**config.mk**
```make
export PLATFORM = sky130hd
export DESIGN_NAME = host_bus_frontend
export DESIGN_NICKNAME = d
export VERILOG_FILES = /design/src/rtl/hbf_pkg.sv /design/src/rtl/hbf_sync.sv /design/src/rtl/hbf_par_decode.sv /design/src/rtl/hbf_ser_shift.sv /design/src/rtl/host_bus_frontend.sv
export SDC_FILE = /design/constraint.sdc
export NUM_CORES = 1
export LEC_CHECK = 0
export ABC_AREA = 1
export BUFFER_PORTS_ARGS = -buffer_cell sky130_fd_sc_hd__buf_2
export CELL_PAD_IN_SITES_DETAIL_PLACEMENT = 0
export CELL_PAD_IN_SITES_GLOBAL_PLACEMENT = 2
export CORE_MARGIN = 2
export CORE_UTILIZATION = 32
export CTS_CLUSTER_SIZE = 24
export DETAILED_ROUTE_END_ITERATION = 10
export HOLD_SLACK_MARGIN = 0.1
export PLACE_DENSITY = 0.82
export SETUP_SLACK_MARGIN = 0.5
export SYNTH_ARGS = -nofsm -noshare
export SYNTH_HDL_FRONTEND = slang
export SYNTH_HIERARCHICAL = 1
export SYNTH_SLANG_ARGS = --single-unit
```
**constraint.sdc**
```tcl
create_clock -name clk -period 4.99 [get_ports clk]
set_clock_uncertainty 0.15 [all_clocks]
set_input_delay 0.2495 -clock clk [delete_from_list [all_inputs] [get_ports clk]]
set_output_delay 0.2495 -clock clk [all_outputs]
set_load 0.03 [all_outputs]
```
**src/rtl/hbf_pkg.sv**
```systemverilog
package hbf_pkg;

    localparam int BYTE_W  = 8;
    localparam int SCL_BIT = 6;
    localparam int SDI_BIT = 7;
    localparam int CNT_W   = $clog2(BYTE_W);

    typedef enum logic [1:0] {
        BUS_SER = 2'd0,
        BUS_I80 = 2'd1,
        BUS_M68 = 2'd2
    } bus_mode_e;

    typedef struct packed {
        logic [BYTE_W-1:0] data;
        logic              is_data;
    } host_byte_t;

    typedef struct packed {
        logic              cs_n;
        logic              cs;
        logic              strb;
        logic              dir;
        logic              dc;
        logic [BYTE_W-1:0] bus;
    } host_pins_t;

    function automatic bus_mode_e pick_mode(input logic par, input logic m68);
        if (!par)     return BUS_SER;
        else if (m68) return BUS_M68;
        else          return BUS_I80;
    endfunction

    function automatic logic cs_qualified(input host_pins_t p);
        return !p.cs_n && p.cs;
    endfunction

endpackage

```
**src/rtl/hbf_sync.sv**
```systemverilog
module hbf_sync #(
    parameter int W      = 1,
    parameter int STAGES = 2
) (
    input  logic         clk,
    input  logic [W-1:0] d,
    output logic [W-1:0] q
);

    logic [STAGES-1:0][W-1:0] chain;

    // Free-running so that edge memories downstream track the pins through reset
    always_ff @(posedge clk) begin
        chain[0] <= d;
        for (int i = 1; i < STAGES; i++) begin
            chain[i] <= chain[i-1];
        end
    end

    assign q = chain[STAGES-1];

endmodule

```
**src/rtl/hbf_par_decode.sv**
```systemverilog
module hbf_par_decode
    import hbf_pkg::*;
(
    input  logic              clk,
    input  logic              rst_n,
    input  logic              en,
    input  logic              m68,
    input  logic              cs_ok,
    input  logic              strb,
    input  logic              dir,
    input  logic              dc,
    input  logic [BYTE_W-1:0] bus,
    output logic              wr_fire,
    output host_byte_t        wr_byte,
    output logic              rd_active
);

    logic strb_q;
    logic dir_q;

    always_ff @(posedge clk) begin
        strb_q <= strb;
        dir_q  <= dir;
    end

    logic i80_wr_rise;
    logic m68_e_fall;

    // separate-strobe: write strobe returns high; enable style: enable drops in write direction
    assign i80_wr_rise = dir && !dir_q;
    assign m68_e_fall  = strb_q && !strb && !dir;

    always_comb begin
        wr_fire   = 1'b0;
        rd_active = 1'b0;
        if (en && cs_ok) begin
            if (m68) begin
                wr_fire   = m68_e_fall;
                rd_active = strb && dir;
            end else begin
                wr_fire   = i80_wr_rise;
                rd_active = !strb;
            end
        end
    end

    assign wr_byte.data    = bus;
    assign wr_byte.is_data = dc;

    AST_PAR_SINGLE_FIRE: assert property (@(posedge clk) disable iff (!rst_n)
        wr_fire |=> !wr_fire) else $error("parallel write fired twice in a row");

endmodule

```
**src/rtl/hbf_ser_shift.sv**
```systemverilog
module hbf_ser_shift
    import hbf_pkg::*;
(
    input  logic       clk,
    input  logic       rst_n,
    input  logic       en,
    input  logic       cs_ok,
    input  logic       scl,
    input  logic       sdi,
    input  logic       dc,
    output logic       done,
    output host_byte_t rx
);

    logic              scl_q;
    logic              scl_rise;
    logic [CNT_W-1:0]  bit_cnt;
    logic [BYTE_W-1:0] shreg;

    always_ff @(posedge clk) begin
        scl_q <= scl;
    end

    assign scl_rise = scl && !scl_q;

    always_ff @(posedge clk) begin
        if (!rst_n) begin
            bit_cnt <= '0;
            shreg   <= '0;
        end else if (!en || !cs_ok) begin
            bit_cnt <= '0;
        end else if (scl_rise) begin
            shreg   <= {shreg[BYTE_W-2:0], sdi};
            bit_cnt <= bit_cnt + 1'b1;
        end
    end

    assign done       = en && cs_ok && scl_rise && (bit_cnt == CNT_W'(BYTE_W-1));
    assign rx.data    = {shreg[BYTE_W-2:0], sdi};
    assign rx.is_data = dc;

    AST_SER_CNT_CLEARED: assert property (@(posedge clk) disable iff (!rst_n)
        !cs_ok |=> (bit_cnt == '0)) else $error("serial bit count survived deselect");

endmodule

```
**src/rtl/host_bus_frontend.sv**
```systemverilog
module host_bus_frontend
    import hbf_pkg::*;
#(
    parameter int SYNC_DEPTH = 2
) (
    input  logic              clk,
    input  logic              rst_n,
    input  logic              sel_parallel,
    input  logic              sel_m68,
    input  logic              csel_n,
    input  logic              csel,
    input  logic              strb_rd_e,
    input  logic              strb_wr_rw,
    input  logic              addr_dc,
    input  logic [BYTE_W-1:0] host_d_in,
    input  logic [BYTE_W-1:0] core_rd_data,
    output logic [BYTE_W-1:0] host_d_out,
    output logic              host_d_oe,
    output logic              rx_valid,
    output logic [BYTE_W-1:0] rx_byte,
    output logic              rx_is_data
);

    localparam int PINS_W = $bits(host_pins_t);

    // straps captured only during reset
    logic cfg_par;
    logic cfg_m68;

    always_ff @(posedge clk) begin
        if (!rst_n) begin
            cfg_par <= sel_parallel;
            cfg_m68 <= sel_m68;
        end
    end

    bus_mode_e mode;
    assign mode = pick_mode(cfg_par, cfg_m68);

    host_pins_t pins_raw;
    host_pins_t pins_s;

    assign pins_raw.cs_n = csel_n;
    assign pins_raw.cs   = csel;
    assign pins_raw.strb = strb_rd_e;
    assign pins_raw.dir  = strb_wr_rw;
    assign pins_raw.dc   = addr_dc;
    assign pins_raw.bus  = host_d_in;

    hbf_sync #(.W(PINS_W), .STAGES(SYNC_DEPTH)) u_sync (
        .clk (clk),
        .d   (pins_raw),
        .q   (pins_s)
    );

    logic cs_ok;
    assign cs_ok = cs_qualified(pins_s);

    logic       par_fire;
    logic       par_rd;
    host_byte_t par_byte;

    hbf_par_decode u_par (
        .clk       (clk),
        .rst_n     (rst_n),
        .en        (mode != BUS_SER),
        .m68       (mode == BUS_M68),
        .cs_ok     (cs_ok),
        .strb      (pins_s.strb),
        .dir       (pins_s.dir),
        .dc        (pins_s.dc),
        .bus       (pins_s.bus),
        .wr_fire   (par_fire),
        .wr_byte   (par_byte),
        .rd_active (par_rd)
    );

    logic       ser_done;
    host_byte_t ser_byte;

    hbf_ser_shift u_ser (
        .clk   (clk),
        .rst_n (rst_n),
        .en    (mode == BUS_SER),
        .cs_ok (cs_ok),
        .scl   (pins_s.bus[SCL_BIT]),
        .sdi   (pins_s.bus[SDI_BIT]),
        .dc    (pins_s.dc),
        .done  (ser_done),
        .rx    (ser_byte)
    );

    host_byte_t out_q;
    logic       valid_q;

    always_ff @(posedge clk) begin
        if (!rst_n) begin
            valid_q <= 1'b0;
            out_q   <= '0;
        end else begin
            valid_q <= par_fire || ser_done;
            if (ser_done)      out_q <= ser_byte;
            else if (par_fire) out_q <= par_byte;
        end
    end

    assign rx_valid   = valid_q;
    assign rx_byte    = out_q.data;
    assign rx_is_data = out_q.is_data;

    assign host_d_oe  = rst_n && par_rd;
    assign host_d_out = host_d_oe ? core_rd_data : '0;

    AST_OE_NEVER_SERIAL: assert property (@(posedge clk) disable iff (!rst_n)
        !cfg_par |-> !host_d_oe) else $error("bus driven in serial mode");

    AST_OE_NEEDS_CS: assert property (@(posedge clk) disable iff (!rst_n)
        host_d_oe |-> $past(!csel_n && csel, 2)) else $error("bus driven while deselected");

    AST_VALID_ONE_CYCLE: assert property (@(posedge clk) disable iff (!rst_n)
        rx_valid |=> !rx_valid) else $error("valid longer than a cycle");

    AST_STRAPS_HELD: assert property (@(posedge clk) disable iff (!rst_n)
        $stable(cfg_par) && $stable(cfg_m68)) else $error("straps changed while running");

endmodule

```
==> summary.md, run 1 <==
| Metric | Value |
|---|---|
| Status | finished, final reports clean |
| WL/cell | 10.36 microns |
| Hold Path Stages | 0 |
| Synth area leaders | dfxtp_1 51%, buf_4 9.8%, nand2_1 9.8%, inv_1 7.1%, nand3_1 7.1% |
| Post-CTS Setup Repair Bufs | 0 |
| Fillers | between 600 and 700 |
| Final worst-path cycle share | 0.4162 |
| Largest net degree at the start of global routing | 20 |
| Final WL | ~3600 microns |
| Global-route wire length before repair | about 6000 microns |
| Antenna violations before repair | 0 |
| Post-Layout Cell Count | approximately 350 |
| Worst Setup SP | cfg_par |
| Post-synthesis sequential area ratio | 0.5441 |
| Share of the synthesized area in the top cell type | 0.5128 |
| CTS tree | built |
| Post-Synth Adder-Cell Area | 0.01308 |
| RSZ-0062 raised after global routing | no |
| R2r startpoint | u_sync/q[11] |
| Clock network power share | 0.333 |
| Mapped Cells | ~230 |
| Reg power frac | 0.598 |
| TritonCTS Buffers | 5 |
| Placed cell count | ~320 |
| Leak | ~1.2 nW |
| Critical path endpoint category | output port |
| Syn_area_per_cell | 8.211 sq um |
| # IOs | 44 |
| Vias in the first global route | around 1300 |
| Post-route ant nets | 0 |
| Psw | ~180 uW |
| CP Max Fanout | 9 |
| Synthesized area | approximately 0.0019 sq mm |
| #FFs+latches synth | 51 |
| # port buffers | between 40 and 50 |
| Compound-Gate Fraction of Synth Area | 0.01046 |
| Post-synth cell types | 16 |
| Kind of critical path | flop to output port |
| Mux share of post-synthesis cell area | 0 |
| Post-DP HPWL | between 2000 and 2500 microns |
| Worst Min Path Start | u_sync/chain[11] |
| Max VDD drop | about 180 uV |
| Vias per std cell | 4.035 |
| Clk buf depth | 2 |
| Grt ovf | 0 |
| Worst-Skew Late Latency | 0.31 ns |
| Power Density | about 320 mW/mm^2 |
| Drt pass-1 iters | 4 |
| Die area | roughly 0.0066 sq mm |
| DIE HEIGHT | roughly 81 microns |
| Setup violators final | 0 |
| Hold Path Class | flop to flop |
| DRT iter0 DRCs | 44 |
| Sink Count | 51 |
| Site Rows | 28 |
| R2R cell count | 11 |
| GPL Wtd Cong | between 0.7 and 0.8 |
| Die width | roughly 81 microns |
| CP required | 4.59 ns |
| Register area | approximately 0.0010 sq mm |
| Actual slew at the worst max-slew pin | 0.7805 ns |
| Yosys warns | 6 |
| GRT Resource Usage Total | 0.1226 |
| Internal power | about 550 uW |
| Largest family of logic cells by synthesized area | simple AND/OR/NAND/NOR gates |
| Post-detailed-route DRC marker count | 0 |
| Max-cap violation count | 0 |
| Core Area | around 0.006 sq mm |
| Yosys top cell by area | dfxtp_1 |
| Rel. slew slack | 0.4777 |
| Root buf cell | clkbuf_8 |
| CP startpoint kind | flop |
| Area growth syn-to-layout | 18.05% |
| PostCTS Resize Cnt | 0 |
| Max Fclk | about 480 MHz |
| Critical path arrival | around 1.7 ns |
| Area of the multi-input gates | between 500 and 600 sq um |
| Share of layout cells above drive strength 1 | 0.2214 |
| Setup_tns | 0 ns |
| Nets | 297 |
| Starting Density | 0.3270 |
| Total chip power | around 730 uW |
| Ant diodes | 0 |
| Slew Limit Fails | 0 |
| Period minus WS final | between 2 and 2.5 ns |
| H-tree levels | 2 |
| Final hold violation count | 0 |
| Syn Nets | between 200 and 300 |
| Vias | 1396 |
| Worst-path clk slew | ~0.09 ns |
| Sw Share | 0.2418 |
| XOR/XNOR share of the synthesized area | 0 |
| Logic pwr share | 0.069 |
| Post-synthesis simple-gate area fraction | 0.2426 |
[placed cells by master, fill, tap and decap left out]
master	synthesis	final
nor2_4	3	3
nand2_2	1	1
edfxtp_1	2	2
clkinv_4	0	1
clkbuf_8	0	5
nand3_1	27	27
inv_2	4	4
clkinv_2	0	1
nor3b_1	1	1
a21oi_1	4	4
ha_1	2	2
buf_2	2	43
inv_1	36	36
buf_4	25	1
dlygate4sd3_1	0	15
nand2_1	50	50
nor2_1	25	25
dfxtp_1	49	49
inv_6	0	1
[sequential cells by signal (all words and copies together), names as in the netlist]
name,cells
u_sync/chain,13
u_sync/q,13
rx_byte,8
u_ser/shreg,7
u_ser/bit_cnt,3
cfg_m68,1
cfg_par,1
rx_is_data,1
rx_valid,1
u_par/dir_q,1
u_par/strb_q,1
u_ser/scl_q,1
[synth_stat cells (all sizes together)]
cell type  number
a21oi           4
inv            40
nor3b           1
nor2           28
buf            28
nand3          27
ha              2
dfxtp          49
clkbuf          1
edfxtp          2
nand2          51
[power groups by stage]
stage	sequential [mW]	combinational (mW)	clock (mW)
2_1_floorplan	0.443	0.0377	0
3_3_place_gp	0.443	0.0412	0
3_5_place_dp	0.443	0.0412	0
4_1_cts	0.434	0.0505	0.253
5_1_grt	0.436	0.0562	0.271
6_report	0.434	0.0501	0.242
[metrics by stage]
stage | setup slack (ns) | cell area [sq um] | hold WS, ns | util
2_1_floorplan | 3.179 | 1913 | 0.1272 | -
3_3_place_gp | 3.172 | 2017 | 0.1603 | 0.3447
3_5_place_dp | 3.075 | 2017 | 0.1621 | 0.3447
4_1_cts | 2.885 | 2258 | 0.1829 | 0.3860
5_1_grt | 2.665 | 2258 | 0.1882 | 0.3860
6_report | 2.913 | 2258 | 0.1848 | 0.3860
[logic make-up (layout without fill, tap and decap cells)]
| logic type | Yosys count | count (layout) |
|---|---|---|
| AOI/OAI and AO/OA | 4 | 4 |
| adders and majority gates | 2 | 2 |
| buffers and inverters | 69 | 107 |
| DFF | 51 | 51 |
| and+or+nand+nor | 107 | 107 |
[final cells by class]
| cell class | instances | share of cell area |
|---|---|---|
| Sequential cell | 51 | 0.4609 |
| Tap cell | 75 | 0.04155 |
| Clock inverter | 3 | 0.009972 |
| Timing Repair Buffer | 59 | 0.1651 |
| Clock buffer | 5 | 0.03047 |
| Inverter | 40 | 0.06648 |
| Multi-Input combinational cell | 113 | 0.2255 |
[routing by layer]
metal / part of all wire / global-route usage / up-vias
li1: - / - / 749
met2: 0.45 / 0.1836 / 30
met1: 0.49 / 0.1596 / 610
met3: 0.044 / 0.04333 / 7
met5: 0 / 0 / -
met4: 0.018 / 0.05085 / 0
[critical path, cell delays in order, from the launching register on]
cell and delay [ns]:
edfxtp_1 0.41, nand2_1 0.08, inv_1 0.05, inv_1 0.07
nand2_1 0.05, a21oi_1 0.15, nand2_1 0.20, nor2_1 0.15
buf_2 0.21
[path summary, 6_finish.rpt]
check                   to  slack (ns)
min           u_sync/q[11]        0.18
max          host_d_out[1]        2.91
min reg2reg   u_sync/q[11]        0.18
max reg2reg     rx_byte[5]        3.05
[repair_timing]
| action | in CTS | in global routing |
|---|---|---|
| setup endpoints to repair | 0 | 0 |
| hold buffers | 15 | 0 |
| endpoints found under the hold margin | 15 | 0 |
Power figures use the tool's default switching activity.
==> inputs of run 2 (changes only) <==
Settings changed: CORE_UTILIZATION 32 to 30, PLACE_DENSITY 0.82 to 0.78.
Clock period 4.99 ns to 2.1 ns, I/O delays scaled along.
==> summary.md, run 2 (synthesized netlist as in run 1, its figures left out) <==
| Metric | Value |
|---|---|
| Status | finished, final reports clean |
| R2R cell count | 10 (-1) |
| Hold Path Class | input pin to flop |
| Worst reg2reg setup slack | 0.40 ns (-2.65 ns) |
| Worst-Skew Late Latency | 0.30 ns (about the same) |
| Grt ovf | 0 (unchanged) |
| Worst path cell trace | nand2_1 > inv_2 > inv_2 > nand2_2 > a21oi_4 > nand2_2 > nor2_1 > buf_4 |
| GRT Resource Usage Total | 0.1130 (-0.009657) |
| Actual slew at the worst max-slew pin | 0.2945 ns (-0.4860 ns) |
| Worst Min Path Start | rst_n |
| Antenna violations before repair | 0 (unchanged) |
| CTS tree | built |
| Final hold violation count | 0 (unchanged) |
| Commonest non-fill, non-tap cell in the layout | dfxtp_1 |
| GPL Wtd Cong | 0.7313 (+2.3%) |
| TritonCTS Buffers | 5 (unchanged) |
| Fillers | 683 (+12%) |
| Die area | 0.007032 sq mm (+6.3%) |
| Nets | 306 (+3.0%) |
| DRT iter0 DRCs | 47 (+6.8%) |
| Final WL | 3690 microns (+3.0%) |
| CP required | 1.85 ns (-2.74 ns) |
| CP max stage delay | 0.41 ns (about the same) |
| Starting Density | 0.3065 (-0.02045) |
| Post-route ant nets | 0 (unchanged) |
| Area of the multi-input gates | 579.3 sq um (+14%) |
| Site Rows | 29 (+3.6%) |
| DP Worst Slack | 0.4553 ns (-2.620 ns) |
| Post-DP HPWL | 2464 microns (-0.26%) |
| Critical path arrival | 1.50 ns (-0.18 ns) |
| Most frequent cells in the layout | 49 x dfxtp_1, 47 x nand2_1, 34 x buf_2 |
| Vias | 1413 (+1.2%) |
| Worst-path clk slew | 0.10 ns (about the same) |
| Ant diodes | 0 (unchanged) |
| Post-detailed-route DRC marker count | 0 (unchanged) |
| Period minus WS final | between 1.5 and 2 ns |
| Sink Count | 51 (unchanged) |
| Critical path endpoint category | output port |
| DIE HEIGHT | 83.86 microns (+3.1%) |
| Power Density | 715.7 mW/mm^2 (+120%) |
| Vias per std cell | 3.958 (-1.9%) |
| Setup violators final | 0 (unchanged) |
| Die width | 83.86 microns (+3.1%) |
| Max VDD drop | 462.5 uV (+160%) |
| Worst reg2reg path endpoint | rx_byte[2] |
| Leak | 1.219 nW (+3.9%) |
| Largest net degree at the start of global routing | 19 (-5.0%) |
| Clk buf depth | 2 (unchanged) |
| Area growth syn-to-layout | 26.62% |
| RSZ-0062 raised after global routing | yes |
| R2r startpoint | cfg_par |
| Root buf cell | clkbuf_8 |
| WL/cell | 10.34 microns (-0.21%) |
| Crit-path slowest cell | edfxtp_1 |
| Vias in the first global route | 1381 (+8.9%) |
| H-tree levels | 2 (unchanged) |
| Drt pass-1 iters | 4 (unchanged) |
| Slew Limit Fails | 0 (unchanged) |
| Share of layout cells above drive strength 1 | 0.3000 (+0.07860) |
| CP startpoint kind | flop |
| Kind of critical path | flop to output port |
| # port buffers | 43 (unchanged) |
| Rel. slew slack | 0.8035 (+0.3257) |
| Register area | 0.001041 sq mm (unchanged) |
| Final Worst Setup Slack | 0.3475 ns (-2.566 ns) |
| Max-cap violation count | 0 (unchanged) |
| CP Max Fanout | 5 (-4) |
| Hold Path Stages | 4 (+4) |
| Max Fclk | between 500 and 600 MHz |
| # IOs | 44 (unchanged) |
| Setup_tns | 0 ns (unchanged) |
| Global-route wire length before repair | 6285 microns (+4.8%) |
| Hold worst-path end | rx_byte[7] |
| Final worst-path cycle share | 0.8345 |
| Core Area | 0.006241 sq mm (+6.7%) |
==> run 2: how the worst max path moves through the flow <==
stage | startpoint | slack (ns) | endpoint
after detailed placement | u_sync/q[11] | 0.46 | rx_byte[5]
after floorplan | u_sync/q[12] | 0.51 | rx_byte[1]
after global placement | u_sync/q[11] | 0.45 | rx_byte[2]
final | cfg_par | 0.35 | host_d_out[4]
after CTS | cfg_par | 0.34 | host_d_out[4]
after global routing | cfg_par | 0.24 | host_d_out[6]
==> run 2: timing repair <==
item,CTS,global route
resized for setup,29,3
hold buffers,15,0
buffers inserted,4,0
gates cloned,3,0
endpoints found under the setup margin,18,19
endpoints found under the hold margin,15,0
pin swaps,8,1
==> run 2: layout make-up <==
cell class,count,share of cell area
clock buffer,5,0.02841
clock inverter,3,0.009298
inverter,40,0.06405
multi-input combinational,115,0.2392
sequential,51,0.4298
tap,77,0.03977
timing repair buffer,65,0.1865
timing repair inverter,1,0.003099
==> run 2: layer usage <==
| metal | wire length [microns] | track usage |
|---|---|---|
| met5 | 0 | 0 |
| met3 | 190 | 0.03264 |
| met1 | 1889 | 0.1526 |
| met4 | 57 | 0.04399 |
| met2 | 1553 | 0.1702 |
==> run 2: through the flow <==
stage               area [sq um]  instances  utilization  power [mW]  hold WS [ns]
finish                      2422        357       0.3881       1.734        0.1220
global placement            2048        327       0.3282       1.156       0.05697
CTS                         2415        357       0.3869       1.757        0.1183
detailed placement          2048        327       0.3282       1.157       0.05857
floorplan                   1927        233            -       1.144      -0.01728
global route                2422        357       0.3881       1.820        0.1356
==> run 2: critical path: cells and delay by family (launching register included) <==
| kind | cells | cell delay (ns) |
|---|---|---|
| and+or+nand+nor | 4 | 0.37 |
| buffers and inverters | 3 | 0.27 |
| AOI/OAI and AO/OA | 1 | 0.15 |
| DFF | 1 | 0.41 |
==> run 2: where the power goes <==
part / leakage, nW / switching [mW] / internal [mW]
logic: 0.745 / 0.0733 / 0.0657
clock network: 0.0485 / 0.324 / 0.239
registers: 0.426 / 0.0189 / 1.01
total: 1.22 / 0.416 / 1.32
